===== src/rtl/rxw_pkg.sv =====
package rxw_pkg;
  typedef enum logic [1:0] {
    WS_IDLE,
    WS_WAIT,
    WS_OPEN,
    WS_HOLD
  } win_state_t;

  localparam int unsigned PPM_SCALE = 1000000;
  localparam int unsigned PPM_ROUND = PPM_SCALE - 1;
endpackage


===== src/rtl/rxw_widen.sv =====
module rxw_widen #(
  parameter int PPM_W     = 10,
  parameter int INTV_W    = 22,
  parameter int MISS_W    = 3,
  parameter int MARGIN_US = 16,
  parameter int LEAD_US   = 500,
  parameter int WID_W     = 9
) (
  input  logic              clk,
  input  logic              rst_n,
  input  logic [PPM_W-1:0]  peer_ppm,
  input  logic [PPM_W-1:0]  local_ppm,
  input  logic [INTV_W-1:0] interval_us,
  input  logic [MISS_W-1:0] miss_cnt,
  output logic [WID_W-1:0]  widen_us
);
  import rxw_pkg::*;

  localparam int EL_W = INTV_W + MISS_W + 1;
  localparam int PR_W = PPM_W + EL_W + 2;

  logic [EL_W-1:0]  elapsed;
  logic [PPM_W-1:0] side_ppm [2];
  logic [PR_W-1:0]  side_us  [2];
  logic [PR_W-1:0]  total;

  // drift window grows with the number of anchors since the last good one
  assign elapsed     = EL_W'(interval_us) * (EL_W'(miss_cnt) + EL_W'(1));
  assign side_ppm[0] = peer_ppm;
  assign side_ppm[1] = local_ppm;

  for (genvar s = 0; s < 2; s++) begin : g_side
    assign side_us[s] = (PR_W'(side_ppm[s]) * PR_W'(elapsed) + PR_W'(PPM_ROUND))
                        / PR_W'(PPM_SCALE);
  end

  assign total = side_us[0] + side_us[1] + PR_W'(MARGIN_US);

  always_ff @(posedge clk) begin
    if (!rst_n) widen_us <= WID_W'(MARGIN_US);
    else if (total > PR_W'(LEAD_US)) widen_us <= WID_W'(LEAD_US);
    else widen_us <= WID_W'(total);
  end

  assert_widen_range_R9: assert property (@(posedge clk) disable iff (!rst_n)
    (widen_us <= WID_W'(LEAD_US)) && (widen_us >= WID_W'(MARGIN_US)));
endmodule


===== src/rtl/rxw_window.sv =====
module rxw_window #(
  parameter int IFS_US     = 150,
  parameter int IFS_JIT_US = 2,
  parameter int SYNC_US    = 40,
  parameter int LEAD_US    = 500,
  parameter int MISS_W     = 3,
  parameter int WID_W      = 9,
  parameter int CNT_W      = 11
) (
  input  logic              clk,
  input  logic              rst_n,
  input  logic              us_tick,
  input  logic              tx_end,
  input  logic              anchor,
  input  logic              sync_found,
  input  logic              pkt_end,
  input  logic [WID_W-1:0]  widen_us,
  output logic              rx_on,
  output logic              missed,
  output logic              pkt_done,
  output logic [MISS_W-1:0] miss_cnt
);
  import rxw_pkg::*;

  localparam logic [CNT_W-1:0] IFS_OPEN  = CNT_W'(IFS_US - IFS_JIT_US);
  localparam logic [CNT_W-1:0] IFS_CLOSE = CNT_W'(IFS_US + SYNC_US + IFS_JIT_US);
  localparam logic [MISS_W-1:0] MISS_MAX = {MISS_W{1'b1}};

  win_state_t       state;
  logic [CNT_W-1:0] cnt, cnt_nx, open_at, close_at;

  assign cnt_nx   = cnt + CNT_W'(1);
  assign rx_on    = (state == WS_OPEN) || (state == WS_HOLD);
  assign pkt_done = (state == WS_HOLD) && pkt_end;

  always_ff @(posedge clk) begin
    if (!rst_n) begin
      state    <= WS_IDLE;
      cnt      <= '0;
      open_at  <= '0;
      close_at <= '0;
      missed   <= 1'b0;
      miss_cnt <= '0;
    end else begin
      missed <= 1'b0;
      unique case (state)
        WS_IDLE: begin
          if (tx_end) begin
            cnt      <= '0;
            open_at  <= IFS_OPEN;
            close_at <= IFS_CLOSE;
            state    <= WS_WAIT;
          end else if (anchor) begin
            cnt      <= '0;
            open_at  <= CNT_W'(LEAD_US) - CNT_W'(widen_us);
            close_at <= CNT_W'(LEAD_US + SYNC_US) + CNT_W'(widen_us);
            state    <= (widen_us == WID_W'(LEAD_US)) ? WS_OPEN : WS_WAIT;
          end
        end
        WS_WAIT: begin
          if (us_tick) begin
            cnt <= cnt_nx;
            if (cnt_nx == open_at) state <= WS_OPEN;
          end
        end
        WS_OPEN: begin
          if (sync_found) begin
            state <= WS_HOLD;
          end else if (us_tick) begin
            cnt <= cnt_nx;
            if (cnt_nx == close_at) begin
              state  <= WS_IDLE;
              missed <= 1'b1;
              if (miss_cnt != MISS_MAX) miss_cnt <= miss_cnt + MISS_W'(1);
            end
          end
        end
        WS_HOLD: begin
          if (pkt_end) begin
            state    <= WS_IDLE;
            miss_cnt <= '0;
          end
        end
        default: state <= WS_IDLE;
      endcase
    end
  end

  assert_miss_closes_R7: assert property (@(posedge clk) disable iff (!rst_n)
    missed |-> $fell(rx_on));
  assert_miss_single_R4: assert property (@(posedge clk) disable iff (!rst_n)
    missed |=> !missed);
  assert_hold_to_end_R3: assert property (@(posedge clk) disable iff (!rst_n)
    ($fell(rx_on) && !missed) |-> $past(pkt_end));
  assert_miss_clear_R8: assert property (@(posedge clk) disable iff (!rst_n)
    pkt_done |=> (miss_cnt == '0));
endmodule


===== src/rtl/rxw_txsched.sv =====
module rxw_txsched #(
  parameter int IFS_US = 150,
  parameter int CNT_W  = 11
) (
  input  logic clk,
  input  logic rst_n,
  input  logic us_tick,
  input  logic start,
  output logic tx_start
);
  logic             busy;
  logic [CNT_W-1:0] cnt, cnt_nx;

  assign cnt_nx = cnt + CNT_W'(1);

  always_ff @(posedge clk) begin
    if (!rst_n) begin
      busy     <= 1'b0;
      cnt      <= '0;
      tx_start <= 1'b0;
    end else begin
      tx_start <= 1'b0;
      if (start) begin
        busy <= 1'b1;
        cnt  <= '0;
      end else if (busy && us_tick) begin
        cnt <= cnt_nx;
        if (cnt_nx == CNT_W'(IFS_US)) begin
          tx_start <= 1'b1;
          busy     <= 1'b0;
        end
      end
    end
  end

  assert_tx_pulse_R5: assert property (@(posedge clk) disable iff (!rst_n)
    tx_start |=> !tx_start);
  assert_tx_after_busy_R5: assert property (@(posedge clk) disable iff (!rst_n)
    tx_start |-> ($past(busy) && !busy));
endmodule


===== src/rtl/rxw_timer.sv =====
module rxw_timer #(
  parameter int IFS_US         = 150,
  parameter int IFS_JIT_US     = 2,
  parameter int SYNC_US        = 40,
  parameter int MARGIN_US      = 16,
  parameter int ANCHOR_LEAD_US = 500,
  parameter int PPM_W          = 10,
  parameter int INTV_W         = 22,
  parameter int MISS_W         = 3
) (
  input  logic              clk,
  input  logic              rst_n,
  input  logic              us_tick,
  input  logic              tx_end,
  input  logic              anchor,
  input  logic              sync_found,
  input  logic              pkt_end,
  input  logic [PPM_W-1:0]  peer_ppm,
  input  logic [PPM_W-1:0]  local_ppm,
  input  logic [INTV_W-1:0] interval_us,
  output logic              rx_enable,
  output logic              tx_start,
  output logic              missed
);
  localparam int WID_W = $clog2(ANCHOR_LEAD_US + 1);
  localparam int CNT_W = $clog2(2 * ANCHOR_LEAD_US + SYNC_US + IFS_US + 2);

  logic [WID_W-1:0]  widen_us;
  logic [MISS_W-1:0] miss_cnt;
  logic              pkt_done;

  rxw_widen #(
    .PPM_W(PPM_W), .INTV_W(INTV_W), .MISS_W(MISS_W),
    .MARGIN_US(MARGIN_US), .LEAD_US(ANCHOR_LEAD_US), .WID_W(WID_W)
  ) u_widen (
    .clk(clk), .rst_n(rst_n), .peer_ppm(peer_ppm), .local_ppm(local_ppm),
    .interval_us(interval_us), .miss_cnt(miss_cnt), .widen_us(widen_us)
  );

  rxw_window #(
    .IFS_US(IFS_US), .IFS_JIT_US(IFS_JIT_US), .SYNC_US(SYNC_US),
    .LEAD_US(ANCHOR_LEAD_US), .MISS_W(MISS_W), .WID_W(WID_W), .CNT_W(CNT_W)
  ) u_window (
    .clk(clk), .rst_n(rst_n), .us_tick(us_tick), .tx_end(tx_end),
    .anchor(anchor), .sync_found(sync_found), .pkt_end(pkt_end),
    .widen_us(widen_us), .rx_on(rx_enable), .missed(missed),
    .pkt_done(pkt_done), .miss_cnt(miss_cnt)
  );

  rxw_txsched #(
    .IFS_US(IFS_US), .CNT_W(CNT_W)
  ) u_txsched (
    .clk(clk), .rst_n(rst_n), .us_tick(us_tick), .start(pkt_done),
    .tx_start(tx_start)
  );
endmodule


===== config.mk =====
export PLATFORM = sky130hd
export DESIGN_NAME = rxw_timer
export DESIGN_NICKNAME = d
export VERILOG_FILES = /design/src/rtl/rxw_pkg.sv /design/src/rtl/rxw_widen.sv /design/src/rtl/rxw_window.sv /design/src/rtl/rxw_txsched.sv /design/src/rtl/rxw_timer.sv
export SDC_FILE = /design/constraint.sdc
export NUM_CORES = 2
export LEC_CHECK = 0
export BUFFER_PORTS_ARGS = -buffer_cell sky130_fd_sc_hd__buf_2
export CAP_MARGIN = 20
export CORE_MARGIN = 1
export CORE_UTILIZATION = 35
export CTS_BUF_LIST = sky130_fd_sc_hd__clkbuf_8
export CTS_CLUSTER_SIZE = 10
export DETAILED_ROUTE_END_ITERATION = 8
export SLEW_MARGIN = 40
export SYNTH_ARGS = -nofsm -noshare
export SYNTH_HDL_FRONTEND = slang
export SYNTH_SLANG_ARGS = --single-unit

===== constraint.sdc =====
create_clock -name clk -period 46.1 [get_ports clk]
set_input_delay 9.22 -clock clk [delete_from_list [all_inputs] [get_ports clk]]
set_output_delay 9.22 -clock clk [all_outputs]
set_load 0.01 [all_outputs]

# --- After elaboration in Yosys (flattened, before gate mapping) ---
# Cells that the tools add are included.
op_classes:
  mux: 31
  mul: 3
  n_addsub: 10
  div: 2
  n_bitwise: 4
  reduce_logical: 18
  eq_ne: 18
  magnitude_cmp: 1
op_table:
  columns: ["op", "count"]
  rows:
  - ["2-to-1 mux 11 bit", 8]
  - ["divider 38 x 20 -> 38 bit (second input constant)", 2]
  - ["adder 36 x 20 -> 37 bit (second input constant)", 2]
  - ["multiplier 10 x 26 -> 36 bit", 2]
  - ["adder 38 bit", 1]
  - ["adder 38 x 5 -> 38 bit (second input constant)", 1]
  - ["greater-than comparator 38 x 9 -> 1 bit (second input constant)", 1]
  - ["one-hot mux 11 bit (3 select lines)", 1]
  - ["multiplier 22 x 26 -> 26 bit", 1]
  - ["adder 11 x 1 -> 11 bit (second input constant)", 2]
  - ["equality test 11 bit", 2]
  - ["2-to-1 mux 2 bit", 9]
  - ["2-to-1 mux 3 bit", 5]
  - ["!= test 2 bit (second input constant)", 6]
  - ["!= test 3 bit (second input constant)", 4]
  - ["AND reduction 6 bit", 2]
  - ["adder 10 x 9 -> 11 bit (first input constant)", 1]
  - ["equality test 11 x 8 -> 1 bit (second input constant)", 1]
  - ["subtractor 9 x 9 -> 10 bit (first input constant)", 1]
  - ["equality test 9 bit (second input constant)", 1]
  - ["2-to-1 mux 9 bit", 1]
  - ["one-hot mux 2 bit (4 select lines)", 1]
  - ["nonzero test 2 bit", 4]
  - ["one-hot mux 3 bit (2 select lines)", 1]
  - ["other kinds (16)", 27]
totals:
  reg_bits: 61
  inputBits: 49
  output_inout_bits: 3
  word_cells: 98

# --- Depth between registers and ports, before layout ---
logic_depth:
  ltp_word: 9
  mapped_depth: 157
  depth_no_buf: 146

# --- Cells and area by module ---
# From an unflattened synthesis, not the netlist that was laid out.
unflattened:
  hier_cells: 5691
  hier_area_um2: 43466.7
modules_own_cells:
  columns: ["module", "instances", "area_each_um2", "seq_area_each_um2", "cells_each"]
  rows:
  - ["rxw_widen", 1, 40204.8, 180.2, 5314]
  - ["rxw_window", 1, 2532.4, 740.7, 295]
  - ["rxw_txsched", 1, 729.4, 260.2, 82]

# --- Worst setup path after synthesis ---
# OpenSTA, ideal clock, no wires.
synth_path:
  kind: "in2reg"
  from: "input interval_us[2]"
  to: "register u_widen.widen_us[3]"
  path_slack_ns: 7.404
  cell_stages: 136
  n_path_buf: 5
  required_time_ns: 45.982
  setup_time_ns: 0.118
  t_arrival_ns: 38.577
  cell_sequence: "and2_1 > fa_1 > fa_1 > ha_1 > a21o_1 > a21oi_1 > o21bai_1 > a21oi_1 > o21bai_1 > a21oi_1 > o21bai_1 > a21oi_1 > o21bai_1 > a21oi_1 > o21bai_1 > a21oi_1 > o21bai_1 > a21oi_1 > (+100 left out) > o21ai_0 > a21oi_1 > o21bai_1 > a21oi_1 > o21bai_1 > a21oi_1 > o21bai_1 > a21oi_1 > nor2b_1 > o21ai_0 > mux2i_1 > nor3_1 > a41oi_1 > nor2_1 > a31oi_1 > nor2_1 > and2_1 > nor2b_1"
synth_between:
  elab_chain_len: 8
  elab_cells_between_ends: 11
  cone_classes: "4 x add/sub; 3 x mul; 2 x div; 1 x order compare; 1 x reduce/logical"
synth_rtl:
  columns: ["item", "line", "source"]
  rows:
  - ["start: declaration", "rxw_timer.sv:20", "input logic [INTV_W-1:0] interval_us,"]
  - ["multiplier 22 x 26 -> 26 bit (*)", "rxw_widen.sv:28", "assign elapsed = EL_W'(interval_us) * (EL_W'(miss_cnt) + EL_W'(1));"]
  - ["multiplier 10 x 26 -> 36 bit", "rxw_widen.sv:33", "assign side_us[s] = (PR_W'(side_ppm[s]) * PR_W'(elapsed) + PR_W'(PPM_ROUND))"]
  - ["adder 36 x 20 -> 37 bit", "rxw_widen.sv:33", null]
  - ["divider 38 x 20 -> 38 bit", "rxw_widen.sv:34", "/ PR_W'(PPM_SCALE);"]
  - ["adder 38 bit (*)", "rxw_widen.sv:37", "assign total = side_us[0] + side_us[1] + PR_W'(MARGIN_US);"]
  - ["adder 38 x 5 -> 38 bit (*)", "rxw_widen.sv:37", null]
  - ["greater-than comparator 38 x 9 -> 1 bit", "rxw_widen.sv:41", "else if (total > PR_W'(LEAD_US)) widen_us <= WID_W'(LEAD_US);"]
  - ["OR reduction 2 bit (no line)", null, null]
  - ["end signal: assignment", "rxw_widen.sv:40", "if (!rst_n) widen_us <= WID_W'(MARGIN_US);"]
  - ["end signal: assignment", "rxw_widen.sv:41", null]
  - ["end signal: assignment", "rxw_widen.sv:42", "else widen_us <= WID_W'(total);"]
  - ["end: declaration", "rxw_widen.sv:15", "output logic [WID_W-1:0] widen_us"]
# Every way passes the cells marked *; elsewhere a longest branch is shown, timed or not.
# A chain may end at the register's enable or synchronous reset.

# --- Worst setup path in the final report ---
# Ends and elaborated chain as after synthesis.

==> reports/summary.md <==
The flow ran to the end, and the final reports show no timing, DRC or antenna violations. The worst setup path is captured at a flop. Most congested layer reported by global routing: met2.

For the number of remaining DRC errors, the log shows 0. In this run the vertical extent of the chip is 361 um. Launch point of the critical path: interval_us[2]. The effective utilization at floorplan is 35.3%, and the maximum net fanout on the critical path is 20.

The detail route stage leaves a number of antenna-violating nets equal to 0. Routability-driven placement finished with a final weighted congestion of 0.923. Across the whole layout, storage elements account for 1180 um2. The cell depth of the worst setup path was 130. The count of buffers added on input and output ports is 51. Of the cells placed in the final design, the portion with a size suffix greater than 1 is 11.5%.

In the routed layout, each cell is associated on average with a via count of 5.78. Summed over all failing endpoints, the final setup total negative slack is 0 ns. Clock-pin slew was measured on the worst setup and hold paths at 0.08 ns. The tools report the final cell count without fillers as 7404. The synthesized net count came out at 6597.

The endpoint of the lowest-slack register-to-register path was u_widen.widen_us[3]$_SDFF_PP0_. Global routing finished with a remaining overflow of 0. Global routing used 19.6% of the available tracks across all layers. Relative to the synthesized area, the layout overhead comes to 4.70%.

The register bit count reported by yosys came out at 59. The first-pass GRT wire length was 216000 um; the die width was 361 um. The slew at the pin with the worst max-slew slack works out to 1.05 ns. Count of flip-flops with a built-in enable after synthesis: 0. TritonCTS created 9 clock buffers. Setup violations remaining at the end of the flow were counted as 0.

Across the routed clock network, the largest skew measured is 0.0164 ns. After detailed routing, the average wire length per cell comes to 17.9 um. The arrival time reported for the critical path endpoint was 43.87 ns.

The number of buffers and inverters on the critical path is 6, and the met3 layer usage reported by global route is 2.48%. The via count of the first global-routing pass was 40700. Dominant cell type by area after synthesis: fa_1. The met2 capacity usage during global routing came out at 32.5%.

Counting the fill cells in the layout gives 13300. The floorplan has 131 rows. Startpoint of the most critical register-to-register path: u_window.miss_cnt[0]$_SDFFE_PN0P_.

In this run, placement finished with an instance count of 7375. In the synthesized netlist the dominant register cell turns out to be dfxtp_1. Summing all multi-input logic gate instances after layout gives 41000 um2.

Measured in cells, the most critical reg-to-reg path has a length of 131. In this design, the stage delay of the slowest critical-path cell is 0.58 ns. The combined area of all synthesized cells was 45100 um2. After synthesis, the largest area contributor takes up 19.3% of total cell area. The tool flagged a number of max-cap violations equal to 0. For met1 alone, demand over resource in global routing was 27.6%. The path class of the tightest hold or removal check is reg2reg. The total core area is 128000 um2. For the total count of max-transition violations in the final report, the log shows 0. The die area came out at 130000 um2. For the number of H-tree branching levels, the log shows 3. Across all layers, the routed design uses 42800 vias. Setup repair after global routing left no endpoint under its margin.

Grouping stages by cell kind, the critical path spends the most delay in compound AO/OA/AOI/OAI gates. The post-cts hold buffer count was 0. The achievable frequency came out at 0.0229 GHz.

During I/O placement, the number of pins put on the boundary was 52. TritonCTS built the clock tree. The tools report the clock root buffer as clkbuf_8. The register-to-register path setup slack was 9.88 ns. The logs give 0 for the final count of hold timing violations and 0.35 ns for the clock network latency to the later pin of the worst-skew pair. The pin count of the biggest net entering global routing was 48.

Initial antenna violation count: 23. A synthesized cell averages 7.71 um2. In this run, distinct cell masters in the synthesized netlist total 196. The critical-path cell with the highest stage delay is a2111o_2. For the critical path data required time, the log shows 46.33 ns. No sink is reached through more buffers than the 2 on the longest clock path. Of the synthesized area, sequential elements account for 2.62%. The gate count after technology mapping was 5851; the total of warnings raised by yosys was 0. The detailed-router iteration count before antenna repair is 7, and the net count reported at finish is 6479. End point of the critical path: u_widen.widen_us[3]$_SDFF_PP0_. Yosys attributes the largest share of cell area to fa_1, ha_1, nand2_1. The final critical path takes up 94.7% of the cycle.

The remaining max-slew budget at the tightest pin is 29.6%. The worst setup path is of the in2reg kind. The estimated wirelength of the detail-placed design was 108000 um; the number of DRC violations after detailed-routing iteration 0 was 3217. The element type at the critical path start was an input pin. Summed over all layers, the routed wires come to 132000 um.

The library cell appearing most often on the critical path was a21oi_1. For this run, asynchronously set or reset flops after synthesis account for 0%. The routed design could run at a clock period as short as 43.64 ns. CTS saw 59 sinks. The startpoint of the lowest-slack hold path is u_window.open_at[1]$_SDFFE_PN0P_.
[Yosys cell counts (all sizes together), types with 163 or more instances]
cell,count
and2,375
inv,553
o21ai,287
a21oi,342
nor2,422
fa,435
clkbuf,163
xnor2,277
nand3,163
ha,262
nand2,644
nor3,164
[tightest hold or removal path, delay by kind of cell, from the launching register on]
kind	cells	cell delay, ns
compound gates	1	0.06
flops	1	0.33
simple gates	1	0.05
[sequential cells by signal, summed over array words and instances, names as in the netlist]
signal / count
u_txsched.busy: 1
u_window.open_at: 9
u_txsched.cnt: 11
u_window.state: 2
u_window.cnt: 11
u_window.close_at: 11
u_txsched.tx_start: 1
u_window.miss_cnt: 3
u_widen.widen_us: 9
u_window.missed: 1
[cell usage in the layout, fill, tap and decap left out, types with 23 or more instances in the layout]
| master | n |
|---|---|
| a211oi_1 | 46 |
| a21o_1 | 49 |
| a21oi_1 | 312 |
| a22oi_1 | 23 |
| a31oi_1 | 58 |
| and2_1 | 360 |
| and3_1 | 43 |
| buf_2 | 51 |
| buf_4 | 53 |
| dfxtp_1 | 58 |
| fa_1 | 435 |
| ha_1 | 262 |
| inv_1 | 534 |
| maj3_1 | 26 |
| mux2i_1 | 60 |
| nand2_1 | 637 |
| nand2b_1 | 31 |
| nand3_1 | 157 |
| nand4_1 | 73 |
| nor2_1 | 402 |
| nor2b_1 | 62 |
| nor3_1 | 146 |
| nor4_1 | 41 |
| o2111ai_1 | 26 |
| o211ai_1 | 54 |
| o21a_1 | 52 |
| o21ai_0 | 198 |
| o21ai_1 | 62 |
| o21bai_1 | 48 |
| o22ai_1 | 27 |
| o31a_1 | 23 |
| o31ai_1 | 40 |
| or2_2 | 32 |
| or3_1 | 38 |
| xnor2_1 | 232 |
| xnor2_2 | 40 |
| xor2_1 | 108 |
[area by class of cell]
cell class / instances / share of cell area [%]
multi-input cells: 5003 / 86.8
inverters: 555 / 4.43
well taps: 1662 / 4.40
flip-flops and latches: 59 / 2.50
repair buffers: 105 / 1.41
clock buffers: 9 / 0.262
clock inverters: 7 / 0.162
diodes: 4 / 0.0212
[routing by layer]
layer	up-vias	part of all wire, %
met5	-	0.13
met4	32	1.4
met3	157	6.1
met2	1203	46
met1	21000	46
li1	20400	-
[what timing repair did]
action | 4_1_cts | 5_1_grt
setup buffers | 0 | 8
gates resized for setup | 0 | 31
setup endpoints to repair | 0 | 9
[stage by stage]
stage | setup WS, ns | utilization [%] | hold slack (ns) | area, um2
6_report | 2.46 | 37.0 | 0.485 | 47200
5_1_grt | 0.0615 | 37.0 | 0.518 | 47200
4_1_cts | 1.04 | 36.7 | 0.485 | 46900
3_5_place_dp | 0.860 | 36.5 | 0.475 | 46700
3_3_place_gp | 1.25 | 36.5 | 0.468 | 46600
2_1_floorplan | 7.40 | - | 0.452 | 45100
[worst min-delay path by stage]
stage / slack (ns) / cells past startpoint / end
2_1_floorplan: 0.45 / 2 / u_txsched.busy$_SDFFE_PN0P_
3_3_place_gp: 0.47 / 2 / u_window.close_at[10]$_SDFFE_PN0P_
3_5_place_dp: 0.48 / 2 / u_window.open_at[1]$_SDFFE_PN0P_
4_1_cts: 0.48 / 2 / u_window.open_at[1]$_SDFFE_PN0P_
5_1_grt: 0.52 / 2 / u_window.miss_cnt[1]$_SDFFE_PN0P_
6_report: 0.49 / 2 / u_window.open_at[1]$_SDFFE_PN0P_
[cell families (layout without fill, tap and decap cells)]
family / Yosys count / count (layout) / synth area share [%]
xor gates and xnor gates: 397 / 397 / 8.03
buffers and inverters: 789 / 676 / 7.62
other: 0 / 4 / 0
and+or+nand+nor: 2253 / 2253 / 26.1
DFF: 59 / 59 / 2.62
adders and majority gates: 730 / 730 / 27.3
muxes: 87 / 87 / 2.06
AOI/OAI and AO/OA: 1536 / 1536 / 26.3
Power is left out: the tool's default activity adds up to more than one toggle a clock period on the data nets, which glitch-free logic cannot reach.
